===== src/rtl/tbg_pkg.sv =====
package tbg_pkg;
  typedef enum logic [2:0] {
    ST_IDLE   = 3'd0,
    ST_SLOT_A = 3'd1,
    ST_SLOT_B = 3'd2,
    ST_SLOT_C = 3'd3,
    ST_HOLD   = 3'd4
  } tbg_state_e;
endpackage


===== src/rtl/tbg_next.sv =====
module tbg_next
  import tbg_pkg::*;
(
  input  tbg_state_e st_i,
  input  logic       req_i,
  output tbg_state_e st_nxt_o
);
  always_comb begin
    case (st_i)
      ST_IDLE:   st_nxt_o = req_i ? ST_SLOT_A : ST_IDLE;
      ST_SLOT_A: st_nxt_o = ST_SLOT_B;
      ST_SLOT_B: st_nxt_o = ST_SLOT_C;
      ST_SLOT_C: st_nxt_o = ST_HOLD;
      ST_HOLD:   st_nxt_o = req_i ? ST_HOLD : ST_IDLE;
      default:   st_nxt_o = ST_IDLE;
    endcase
  end
endmodule


===== src/rtl/tbg_out.sv =====
module tbg_out
  import tbg_pkg::*;
(
  input  tbg_state_e st_i,
  input  logic       sel_last_i,
  output logic       pat_o
);
  always_comb begin
    case (st_i)
      ST_SLOT_A: pat_o = 1'b1;
      ST_SLOT_C: pat_o = sel_last_i;
      default:   pat_o = 1'b0;
    endcase
  end
endmodule


===== src/rtl/trig_burst_gen.sv =====
module trig_burst_gen
  import tbg_pkg::*;
(
  input  logic clk,
  input  logic rst_i,
  input  logic req_i,
  input  logic sel_last_i,
  output logic pat_o
);
  tbg_state_e st_q;
  tbg_state_e st_d;

  tbg_next u_next (
    .st_i     (st_q),
    .req_i    (req_i),
    .st_nxt_o (st_d)
  );

  tbg_out u_out (
    .st_i       (st_q),
    .sel_last_i (sel_last_i),
    .pat_o      (pat_o)
  );

  always_ff @(posedge clk) begin
    if (rst_i) st_q <= ST_IDLE;
    else       st_q <= st_d;
  end

  // a quiet idle stays quiet
  a_r2_idle_quiet: assert property (@(posedge clk) disable iff (rst_i)
    (st_q == ST_IDLE && !req_i) |=> !pat_o);

  // a request in idle opens with a high slot
  a_r3_start_high: assert property (@(posedge clk) disable iff (rst_i)
    (st_q == ST_IDLE && req_i) |=> pat_o);

  // slots follow one per clock
  a_r4_chain_ab: assert property (@(posedge clk) disable iff (rst_i)
    (st_q == ST_SLOT_A) |=> (st_q == ST_SLOT_B));
  a_r4_chain_bc: assert property (@(posedge clk) disable iff (rst_i)
    (st_q == ST_SLOT_B) |=> (st_q == ST_SLOT_C));

  // no two adjacent high cycles ever appear
  a_r4_no_adjacent_high: assert property (@(posedge clk) disable iff (rst_i)
    pat_o |=> !pat_o);

  // third slot hands over to hold; held request keeps it there
  a_r7_enter_hold: assert property (@(posedge clk) disable iff (rst_i)
    (st_q == ST_SLOT_C) |=> (st_q == ST_HOLD));
  a_r7_no_repeat: assert property (@(posedge clk) disable iff (rst_i)
    (st_q == ST_HOLD && req_i) |=> (st_q == ST_HOLD && !pat_o));

  // a low request releases hold
  a_r8_release: assert property (@(posedge clk) disable iff (rst_i)
    (st_q == ST_HOLD && !req_i) |=> (st_q == ST_IDLE));
endmodule


===== config.mk =====
export PLATFORM = sky130hd
export DESIGN_NAME = trig_burst_gen
export DESIGN_NICKNAME = d
export VERILOG_FILES = /design/src/rtl/tbg_pkg.sv /design/src/rtl/tbg_next.sv /design/src/rtl/tbg_out.sv /design/src/rtl/trig_burst_gen.sv
export SDC_FILE = /design/constraint.sdc
export NUM_CORES = 1
export LEC_CHECK = 0
export BUFFER_PORTS_ARGS = -buffer_cell sky130_fd_sc_hd__buf_2
export CORE_AREA = 4 4 41 43
export CTS_CLUSTER_DIAMETER = 50
export DETAILED_ROUTE_END_ITERATION = 6
export DIE_AREA = 0 0 45 47
export GPL_ROUTABILITY_DRIVEN = 0
export PLACE_DENSITY = 0.3
export SLEW_MARGIN = 10
export SYNTH_ARGS = -nofsm -noshare
export SYNTH_HDL_FRONTEND = slang
export SYNTH_SLANG_ARGS = --single-unit

===== constraint.sdc =====
create_clock -name clk -period 0.8 [get_ports clk]
set_input_delay 0.16 -clock clk [delete_from_list [all_inputs] [get_ports clk]]
set_output_delay 0.16 -clock clk [all_outputs]
set_load 0.005 [all_outputs]

# Word-level counts from Yosys, hierarchy flattened
# Cells that the tools add are included.
dict set report totals {
  register_bits 3
  input_bits 4
}
dict set report classes {
  mux 4
  eq_ne 4
  reduce_logical 1
}
# operator n
set ops {}
lappend ops {{3-bit one-hot mux with 5 select lines} 1}
lappend ops {{3-bit by 2-bit equality test with 1-bit output (second input constant)} 2}
lappend ops {{3-bit by 1-bit equality test with 1-bit output (second input constant)} 1}
lappend ops {{3-bit equality test (second input constant)} 1}
lappend ops {{3-bit logical NOT} 1}
lappend ops {{3-bit 2-to-1 mux} 1}
lappend ops {{1-bit one-hot mux with 2 select lines} 1}
lappend ops {{1-bit 2-to-1 mux} 1}

# Longest topological paths before layout
dict set report logic_depth {
  ltp_word 2
  depth_mapped 2
  mapped_depth_nobuf 2
}

# Hierarchy
# From an unflattened synthesis, not the netlist that was laid out.
dict set report unflattened {
  cells_unflattened 15
  area_unflattened_um2 146.4
}
# mod n_inst area_per_inst_um2 seq_area_each_um2 cells_per_inst
set by_module_without_submodules {}
lappend by_module_without_submodules {trig_burst_gen 1 78.8 60.1 6}
lappend by_module_without_submodules {tbg_next 1 41.3 0.0 7}
lappend by_module_without_submodules {tbg_out 1 26.3 0.0 2}

# Least setup slack after synthesis
# No wires, ideal clock.
dict set report synth_path {
  path_type {register to output}
  startpoint {register st_q[1]}
  endpoint {output pat_o}
  arrival_ns 0.653
  stages_incl_launch_ff 3
  setup_slack_ns -0.013
  required_ns 0.640
  path_buffers 0
  cell_sequence {dfxtp_1 nor2b_1 nor3b_1}
}
dict set report synth_via {
  elab_chain_len 2
  word_cells_on_any_way 3
  classes_between {2 x eq/ne; 1 x mux}
}
# element line
set synth_rtl {}
lappend synth_rtl {{start: declaration} trig_burst_gen.sv:10} ;# tbg_state_e st_q;
lappend synth_rtl {{start signal: assignment} trig_burst_gen.sv:27} ;# else st_q <= st_d;
lappend synth_rtl {{3-bit by 2-bit equality test with 1-bit output or 3-bit by 1-bit equality test with 1-bit output (tied branches)} tbg_out.sv:9} ;# case (st_i)
lappend synth_rtl {{1-bit one-hot mux with 2 select lines *} tbg_out.sv:9}
lappend synth_rtl {{end: declaration} trig_burst_gen.sv:8} ;# output logic pat_o
# Every way passes the cells marked *; elsewhere a longest branch is shown, timed or not.

# Final worst setup path
# Ends and elaborated chain as after synthesis.

==> metrics <==
status=finished with violations; failing checks=setup timing; max cap viols=0; global-route wire length before repair=510 um; crit path capture type=output port; crit-path max FO=2; # IOs=5; Compound-Gate Fraction of Synth Area=0.0396; Max-Slew Margin vs Limit=0.830; Vias/cell=3.54; most numerous cell in the Yosys netlist=dfxtp_1; dpl cell area=185 um2; number of flops mapped to enable cells by yosys=0; CTS Buffer Depth=2; vias=131; Yosys reg bits=3; Die W=45 um; DR WL/cell=8.89 um; pin count of the biggest net entering global routing=6; RSZ-0062 raised after global routing=true; final hold violations=0; Std-Cell Rows=13; synthesized area per cell=10.5 um2; leak pwr=0.0922 nW; Hold Path Class=in2reg; CTS tree=yes; synthesized area=126 um2; proportion of layout cells with a drive suffix above 1=0.682; Area Overhead vs Synth=81.2%; FFs w/ async S/R, synth=0; Tcrit/Tclk final=1.36; 1st-iter DRT viols=0; Net Count, Synth=16; Total GRT Usage=0.0379; pwr dens=2340 mW/mm2; Final Critical Period=1.09 ns; Worst IR Drop VDD=0.000913 V; Yosys top cell area share=0.475; post-route setup slack=-0.292 ns; final wirelength=329 um; Port Buffers=4; Die H=47 um; Syn Inst Count=12; worst slew pin tran=0.253 ns; Starting Density=0.0971; max frequency=916 MHz; Clock transition at path regs=0.04 ns; crit start category=flop; clock skew=0.00109 ns; simple-gate share of the synthesized area=0.416; GRT overflow=0; Die ar.=0.00212 mm2; CP arrival=0.93 ns; Largest Register=st_q; drt first pass iters=1; WP data required=0.64 ns; initial antenna violation count=0; fin nets=27; worst hold stages=2; main combinational cell family by area after synthesis=simple AND/OR/NAND/NOR gates; Post-Synth XOR/XNOR Area=0.0693; vias in the first global route=132; placed cell count=33; Finished Cell Area=229 um2; hold_buf cts=0; synthesized-area fraction occupied by adder cells=0; Max Transition Viols Final=0; non-filler instance count after layout=37; total CTS buffers=3; critical path type=reg2out; flip-flop count of the largest register after layout=3; CTS sink count=3; post-synthesis mux area share=0; Synth Warn #=0; biggest regs=st_q (3); register area share after synthesis=0.475; Inserted Diodes=0; CTS H-tree lvls=1; largest area contributor in the netlist=dfxtp_1; Worst-Skew Late Latency=0.23 ns; Final Util=0.176; ys flop type=dfxtp_1; Post-DRT Antenna Nets=0; DRC=0; post-synth cell types=10; endpoints failing setup=2; CTS root buffer=clkbuf_4; top post-synthesis cells by area=dfxtp_1, nand4bb_1, nor3_2; reg2reg path depth=3; setup TNS=-0.331 ns; Core Footprint=0.00130 mm2
[layout by cell type (no fill, tap or decap), drive strengths merged]
cell / n
a21oi: 1
buf: 6
clkbuf: 4
dfxtp: 3
nand3b: 1
nand4bb: 1
nor2: 1
nor2b: 1
nor3: 1
nor3b: 1
nor4: 1
xnor2: 1
[routing by layer]
layer | vias up | global-route usage | share of wire
met5 | - | 0 | 0
met4 | 0 | 0.0175 | 0
met3 | 0 | 0.0498 | 0.13
met2 | 7 | 0.0452 | 0.44
met1 | 61 | 0.0362 | 0.42
li1 | 63 | - | -
[power by group]
part | total, mW | switching (mW) | internal, mW | leakage, nW
clock network | 0.268 | 0.0809 | 0.187 | 0.0150
registers | 0.181 | 0.0139 | 0.167 | 0.0253
logic | 0.0882 | 0.0330 | 0.0552 | 0.0519
[metrics by stage]
stage	setup slack [ns]	total power, mW	hold WS, ns
2_1_floorplan	0.0237	0.215	0.229
3_3_place_gp	-0.0505	0.249	0.366
3_5_place_dp	-0.0461	0.250	0.363
4_1_cts	-0.300	0.553	0.110
5_1_grt	-0.350	0.588	0.121
6_report	-0.292	0.537	0.116
[timing repair]
item                                    4_1_cts  5_1_grt
endpoints found under the setup margin        3        4
pin swaps                                     2        3
hold endpoints to repair                      0        0
gates resized for setup                       4        2
setup buffers                                 1        0
[layout make-up]
type                    count  area (um2)
well taps                  15        18.8
flip-flops and latches      3        62.6
multi-input cells           9        86.3
clock buffers               4        26.3
repair buffers              6        35.0
fillers                   158        1070
[path summary, 6_finish.rpt]
path / endpoint / start / slack (ns)
max: pat_o / st_q[1]$_SDFF_PP0_ / -0.29
min reg2reg: st_q[0]$_SDFF_PP0_ / st_q[0]$_SDFF_PP0_ / 0.49
max reg2reg: st_q[2]$_SDFF_PP0_ / st_q[1]$_SDFF_PP0_ / -0.04
min: st_q[1]$_SDFF_PP0_ / rst_i / 0.12
[worst max-delay path, stage by stage, from the launching register on]
cell and delay, ns:
dfxtp_2 0.31, nor2b_4 0.12, nor3b_2 0.15, buf_2 0.13
[kinds of logic after synthesis]
family	after synthesis
flops	3
xor+xnor	1
compound gates	1
simple gates	7
No activity file was read; power rests on OpenSTA's default activity.
